==> config.mk <==
export PLATFORM = sky130hd
export DESIGN_NAME = ckpt_rewrite_seq
export DESIGN_NICKNAME = d
export VERILOG_FILES = /design/src/rtl/crw_pkg.sv /design/src/rtl/crw_track.sv /design/src/rtl/crw_ckpt.sv /design/src/rtl/crw_walk.sv /design/src/rtl/ckpt_rewrite_seq.sv
export SDC_FILE = /design/constraint.sdc
export NUM_CORES = 1
export LEC_CHECK = 0
export ABC_CLOCK_PERIOD_IN_PS = 4410
export CAP_MARGIN = 20
export CORE_MARGIN = 2
export CORE_UTILIZATION = 55
export CTS_CLUSTER_DIAMETER = 80
export DETAILED_ROUTE_END_ITERATION = 16
export DONT_BUFFER_PORTS = 1
export PLACE_DENSITY = 0.78
export SLEW_MARGIN = 20
export SYNTH_ARGS = -nofsm -noshare
export SYNTH_HDL_FRONTEND = slang
export SYNTH_HIERARCHICAL = 1
export SYNTH_SLANG_ARGS = --single-unit
==> constraint.sdc <==
create_clock -name clk_i -period 4.41 [get_ports clk_i]
set_input_delay 0.6615 -clock clk_i [delete_from_list [all_inputs] [get_ports clk_i]]
set_output_delay 0.6615 -clock clk_i [all_outputs]
set_load 0.05 [all_outputs]
==> src/rtl/crw_pkg.sv <==
package crw_pkg;
  typedef enum logic [2:0] {
    S_IDLE,
    S_TRACK,
    S_HELD,
    S_REFILL,
    S_WALK
  } crw_state_e;
endpackage

==> src/rtl/crw_track.sv <==
module crw_track #(
  parameter int NUM_AREGS = 16
) (
  input  logic                         clk_i,
  input  logic                         rst_ni,
  input  logic                         clear_i,
  input  logic                         rec_i,
  input  logic                         we_i,
  input  logic [$clog2(NUM_AREGS)-1:0] areg_i,
  output logic [NUM_AREGS-1:0]         written_o
);
  always_ff @(posedge clk_i or negedge rst_ni) begin
    if (!rst_ni)            written_o <= '0;
    else if (clear_i)       written_o <= '0;
    else if (rec_i && we_i) written_o[areg_i] <= 1'b1;
  end
endmodule

==> src/rtl/crw_ckpt.sv <==
module crw_ckpt #(
  parameter int NUM_AREGS = 16,
  parameter int PTAG_W    = 6
) (
  input  logic                          clk_i,
  input  logic                          rst_ni,
  input  logic                          capture_i,
  input  logic [NUM_AREGS*PTAG_W-1:0]   map_i,
  output logic [NUM_AREGS*PTAG_W-1:0]   ckpt_o
);
  for (genvar g = 0; g < NUM_AREGS; g++) begin : g_slot
    always_ff @(posedge clk_i or negedge rst_ni) begin
      if (!rst_ni)        ckpt_o[g*PTAG_W +: PTAG_W] <= '0;
      else if (capture_i) ckpt_o[g*PTAG_W +: PTAG_W] <= map_i[g*PTAG_W +: PTAG_W];
    end
  end
endmodule

==> src/rtl/crw_walk.sv <==
module crw_walk #(
  parameter int NUM_AREGS = 16
) (
  input  logic                         clk_i,
  input  logic                         rst_ni,
  input  logic                         active_i,
  input  logic [NUM_AREGS-1:0]         cand_i,
  output logic                         any_o,
  output logic [$clog2(NUM_AREGS)-1:0] idx_o
);
  localparam int AIDX_W = $clog2(NUM_AREGS);

  logic [NUM_AREGS-1:0] served_q;
  logic [NUM_AREGS-1:0] pend;

  assign pend  = cand_i & ~served_q;
  assign any_o = |pend;

  // lowest pending index wins
  always_comb begin
    idx_o = '0;
    for (int i = NUM_AREGS - 1; i >= 0; i--) begin
      if (pend[i]) idx_o = AIDX_W'(i);
    end
  end

  always_ff @(posedge clk_i or negedge rst_ni) begin
    if (!rst_ni)        served_q <= '0;
    else if (!active_i) served_q <= '0;
    else if (any_o)     served_q[idx_o] <= 1'b1;
  end
endmodule

==> src/rtl/ckpt_rewrite_seq.sv <==
module ckpt_rewrite_seq #(
  parameter int NUM_AREGS = 16,
  parameter int PTAG_W    = 6
) (
  input  logic                         clk_i,
  input  logic                         rst_ni,
  input  logic                         lowconf_br_i,
  input  logic                         conv_i,
  input  logic                         br_ok_i,
  input  logic                         mispred_i,
  input  logic                         refill_done_i,
  input  logic                         ren_we_i,
  input  logic [$clog2(NUM_AREGS)-1:0] ren_areg_i,
  input  logic [NUM_AREGS*PTAG_W-1:0]  map_i,
  output logic                         rw_valid_o,
  output logic [PTAG_W-1:0]            rw_old_o,
  output logic [PTAG_W-1:0]            rw_new_o,
  output logic                         done_o,
  output logic                         stall_o
);
  import crw_pkg::*;

  localparam int AIDX_W = $clog2(NUM_AREGS);

  crw_state_e state_q, state_d;

  logic                         clear_w, rec_w, capture_w, walking;
  logic [NUM_AREGS-1:0]         written;
  logic [NUM_AREGS*PTAG_W-1:0]  ckpt_flat;
  logic [NUM_AREGS-1:0]         cand;
  logic                         walk_any;
  logic [AIDX_W-1:0]            walk_idx;

  assign walking   = (state_q == S_WALK);
  assign clear_w   = (state_q == S_IDLE) && lowconf_br_i;
  assign capture_w = (state_q == S_TRACK) && conv_i && !br_ok_i && !mispred_i;
  // convergence instruction's own write is not part of the region
  assign rec_w     = ((state_q == S_TRACK) && !conv_i && !br_ok_i && !mispred_i) ||
                     (state_q == S_REFILL);

  always_comb begin
    state_d = state_q;
    unique case (state_q)
      S_IDLE:   if (lowconf_br_i) state_d = S_TRACK;
      S_TRACK:  if (br_ok_i || mispred_i) state_d = S_IDLE;
                else if (conv_i)          state_d = S_HELD;
      S_HELD:   if (br_ok_i)        state_d = S_IDLE;
                else if (mispred_i) state_d = S_REFILL;
      S_REFILL: if (refill_done_i)  state_d = S_WALK;
      S_WALK:   if (!walk_any)      state_d = S_IDLE;
      default:  state_d = S_IDLE;
    endcase
  end

  always_ff @(posedge clk_i or negedge rst_ni) begin
    if (!rst_ni) state_q <= S_IDLE;
    else         state_q <= state_d;
  end

  crw_track #(.NUM_AREGS(NUM_AREGS)) u_track (
    .clk_i     (clk_i),
    .rst_ni    (rst_ni),
    .clear_i   (clear_w),
    .rec_i     (rec_w),
    .we_i      (ren_we_i),
    .areg_i    (ren_areg_i),
    .written_o (written)
  );

  crw_ckpt #(.NUM_AREGS(NUM_AREGS), .PTAG_W(PTAG_W)) u_ckpt (
    .clk_i     (clk_i),
    .rst_ni    (rst_ni),
    .capture_i (capture_w),
    .map_i     (map_i),
    .ckpt_o    (ckpt_flat)
  );

  for (genvar g = 0; g < NUM_AREGS; g++) begin : g_diff
    assign cand[g] = written[g] &&
                     (ckpt_flat[g*PTAG_W +: PTAG_W] != map_i[g*PTAG_W +: PTAG_W]);
  end

  crw_walk #(.NUM_AREGS(NUM_AREGS)) u_walk (
    .clk_i    (clk_i),
    .rst_ni   (rst_ni),
    .active_i (walking),
    .cand_i   (cand),
    .any_o    (walk_any),
    .idx_o    (walk_idx)
  );

  assign rw_valid_o = walking && walk_any;
  assign rw_old_o   = ckpt_flat[walk_idx*PTAG_W +: PTAG_W];
  assign rw_new_o   = map_i[walk_idx*PTAG_W +: PTAG_W];
  assign done_o     = walking && !walk_any;
  assign stall_o    = walking;
endmodule

==> out/results.txt <==
The worst min-delay path class is input port to asynchronous set/reset pin. Detailed-router iteration count before antenna repair: 5. The achievable clock frequency is 0.2268 GHz, and the post-route clock period utilization is 0.9999. The detailed router put a total of 9283 um of wire on met1. In this run the cell area of the synthesized design comes to 0.008164 mm^2.

The source of the worst register-to-register timing path was u_ckpt/ckpt_o[4]. Effective utilization at floorplan: 0.5617. Category of the critical setup timing path: flop to output pin. By area the synthesized netlist is led by sky130_fd_sc_hd__dfrtp_1 (40%), sky130_fd_sc_hd__mux4_2 (9.1%), sky130_fd_sc_hd__mux2_2 (7.7%). In the layout the commonest cells are sky130_fd_sc_hd__dfrtp_1 (131), sky130_fd_sc_hd__xnor2_1 (61), sky130_fd_sc_hd__mux2_2 (56). For this run the aggregate overflow at the end of global routing stands at 0. STA puts the critical path data arrival time at 3750 ps. The final layout contains 747 nets. Placement row count: 44. In this run, synthesis inferred 0 flip-flops with an integrated enable. Across the VDD grid, the largest voltage drop is 0.0003920 V. The library cell with the largest summed area after synthesis was sky130_fd_sc_hd__dfrtp_1. The master of the slowest instance on the critical path was sky130_fd_sc_hd__mux4_2.

Entering global routing, the biggest net connects 132 pins. Worst path buffer plus inverter count: 3. The tools report the total track usage as 0.2892.

Between clock sinks in the finished design, the worst skew comes to 10.32 ps. 123 I/O pins were placed. Measured along the y axis, the die boundary spans 125.8 um.

The count of cell types in the netlist came out at 54. Counting every net in the synthesized netlist gives 726. The delay contributed by the slowest stage of the critical path is 590 ps.

The tools report the met3 routed wirelength as 2186 um. The endpoint identified for the worst register-to-register timing path is state_q[2]. A synthesized cell averages 13.21 um^2.

The floorplan step defined a core boundary enclosing 0.01453 mm^2. The most common cell after layout, fill and taps aside is sky130_fd_sc_hd__dfrtp_1. The total CTS buffers is 17, and the die width is 125.8 um.

Among the stages of the critical path, the cell type that occurs most often is sky130_fd_sc_hd__buf_6. For this run, the number of Yosys warnings is 6. The max-capacitance violation count was 0; the deepest clock path buffer count was 2.

On the critical path the largest part of the delay comes from compound AO/OA/AOI/OAI gates. For the worst max-slew margin expressed relative to the limit, the log shows 0.5127. The via count was 5,640; the minimum setup slack among reg-to-reg paths was 1480 ps.

Most used flip-flop cell after synthesis: sky130_fd_sc_hd__dfrtp_1. After synthesis the netlist holds a flip-flop and latch count of 131. The final hold violation count came out at 0. In the routed design, unresolved DRC markers number 0.

The number of antenna diodes in the final layout is 0. The run gives 430 ps as the worst-skew pair later-pin latency. The logs give 0.6367 for the final core utilization and 618 for the cell count after synthesis. Power spread over the standard cell area amounts to 567.1 mW/mm^2. Summed over all cells, the static leakage comes to 3.646 nW.

TritonCTS built the clock tree. The area share of the leading cell type in the synthesized netlist came out at 0.4015. The fraction of registers with async set or reset after synthesis is 1.000, and the number of failing setup endpoints in the final timing report is 0. Sum of routed wire length over all layers: 23,090 um. The flow ran to the end, and the final reports show no timing, DRC or antenna violations. The share of post-route cells with drive strength above 1 is 0.3712. For the number of antenna violations at the first check in global routing, the log shows 0. Tracing the worst setup path back leads to its startpoint at u_ckpt/ckpt_o[48]. Setup repair after global routing could not meet its margin everywhere.

The via count of the first global-routing pass is 5,902, and the number of design-rule violations left by the first detailed-router iteration is 619. The portion of the post-synthesis area used by sequential elements came out at 0.4015. The detail route stage leaves a number of antenna-violating nets equal to 0.

The critical path startpoint category was a flop. Detailed placement finished with a half-perimeter wire length of 15,920 um. The cell at the root of the clock tree was sky130_fd_sc_hd__clkbuf_16.

The congestion estimate from routability-driven global placement came to 0.9816. The floorplan step defined a die boundary enclosing 0.01583 mm^2. The topmost layer with routed signal wires was met4. Timing analysis after detailed placement gives a worst setup slack of 142.7 ps. Counting I/O delays and the setup requirement, the final critical path takes 4410 ps. The wire length per cell after detailed routing came out at 27.62 um.

Max-slew violation count: 0. The required time at the worst-slack endpoint is 3750 ps, and the worst setup margin is 0.4192 ps. At the pin with the least slew margin, the transition time is 730.9 ps. In the detailed route, the total length drawn on met2 is 11,160 um.

Along the worst path, the maximum fanout reaches 8. The number of input and output port buffers inserted works out to 0. The signal on the critical path passes through xnor2_1 > nand4_1 > o31a_1 > nor2b_1 > a21oi_1 > o21ai_1 > a221oi_4 > buf_6 > buf_12 > mux4_2 > a22oi_2 > nand2_1 > buf_6. The worst setup path is captured at an output pin. The layout overhead on the synthesized area is 13.35%.

The clock transition at the register clock pins on the worst setup and hold paths after CTS came out at 60 ps. The run gives 4 as the number of H-tree branching levels. For this design, the sink count on the clock tree is 131. The first global-routing pass estimated 34,520 um of wire. Using the TritonRoute via totals, the vias-per-cell ratio works out to 6.746. The number of cells traversed by the worst register-to-register path came out at 10.
## power breakdown
group	switching, mW	leakage [nW]	internal [mW]
Clock	0.544	0.278	0.884
Combinational	0.831	1.72	1.01
Sequential	0.392	1.65	1.58
## Yosys cell counts, types with 7 or more instances
master	number
sky130_fd_sc_hd__a22o_1	7
sky130_fd_sc_hd__a22oi_1	24
sky130_fd_sc_hd__buf_2	11
sky130_fd_sc_hd__clkbuf_1	8
sky130_fd_sc_hd__dfrtp_1	131
sky130_fd_sc_hd__inv_1	19
sky130_fd_sc_hd__mux2_2	56
sky130_fd_sc_hd__mux2_4	40
sky130_fd_sc_hd__mux4_1	15
sky130_fd_sc_hd__mux4_2	33
sky130_fd_sc_hd__nand2_1	19
sky130_fd_sc_hd__nand2b_1	9
sky130_fd_sc_hd__nand4_1	17
sky130_fd_sc_hd__nor2_1	13
sky130_fd_sc_hd__nor2b_1	17
sky130_fd_sc_hd__o22ai_1	16
sky130_fd_sc_hd__o31a_1	16
sky130_fd_sc_hd__xnor2_1	64
sky130_fd_sc_hd__xor2_1	32
## per-layer routing
metal | up-vias | GRT usage
li1 | 2368 | -
met1 | 2939 | 0.3793
met2 | 294 | 0.4563
met3 | 39 | 0.09898
met4 | 0 | 0.09438
met5 | - | 0
## stage by stage
| step | instances | hold WS [ps] | power (mW) | setup TNS [ps] | instance area (um^2) |
|---|---|---|---|---|---|
| 3_5_place_dp | 797 | 371.3 | 3.629 | 0 | 8417 |
| 5_1_grt | 836 | 212.3 | 5.432 | -1954 | 9254 |
| 6_report | 836 | 189.5 | 5.247 | 0 | 9254 |
| 3_3_place_gp | 797 | 370.0 | 3.557 | 0 | 8417 |
| 2_1_floorplan | 618 | 365.9 | 3.169 | 0 | 8164 |
| 4_1_cts | 835 | 244.5 | 5.129 | 0 | 9134 |
## logic make-up (layout without fill, tap and decap cells)
logic type                Yosys count  after routing  share of synthesized area
DFF                               131            131                     0.4015
muxes                             145            145                     0.2913
xor gates and xnor gates           96             96                     0.1030
AOI/OAI and AO/OA                  89             89                    0.08628
buffers and inverters              51             85                    0.04215
and+or+nand+nor                   106            106                    0.07571
## cell type report
cell class                      instances  area [um^2]
Multi-Input combinational cell        436         4658
Fill cell                            1115         5280
Clock inverter                         10        133.9
Tap cell                              184        230.2
Sequential cell                       131         3278
Inverter                               21        78.83
Clock buffer                           22        444.2
Timing Repair Buffer                   32        430.4
## sequential cells by signal (all words and copies together) (netlist names)
register,count
state_q,3
u_track/written_o,16
u_ckpt/ckpt_o,96
u_walk/served_q,16
## worst max-delay path by stage
stage                             end  slack [ps]  cells past startpoint
final                     rw_old_o[0]         0.4                     13
after global routing      rw_old_o[1]        -180                     13
after CTS                 rw_new_o[1]           5                     13
after detailed placement  rw_old_o[5]         140                     12
after global placement    rw_old_o[0]         180                     12
after floorplan           rw_new_o[1]         360                     12
## repair_timing
item	in CTS	in global routing
resized for setup	6	51
setup buffers	3	1
endpoints found under the setup margin	9	12
hold buffers	1	0
gates cloned	2	2
pin swaps	3	18
hold endpoints to repair	131	0
(Power assumes the default switching activity.)
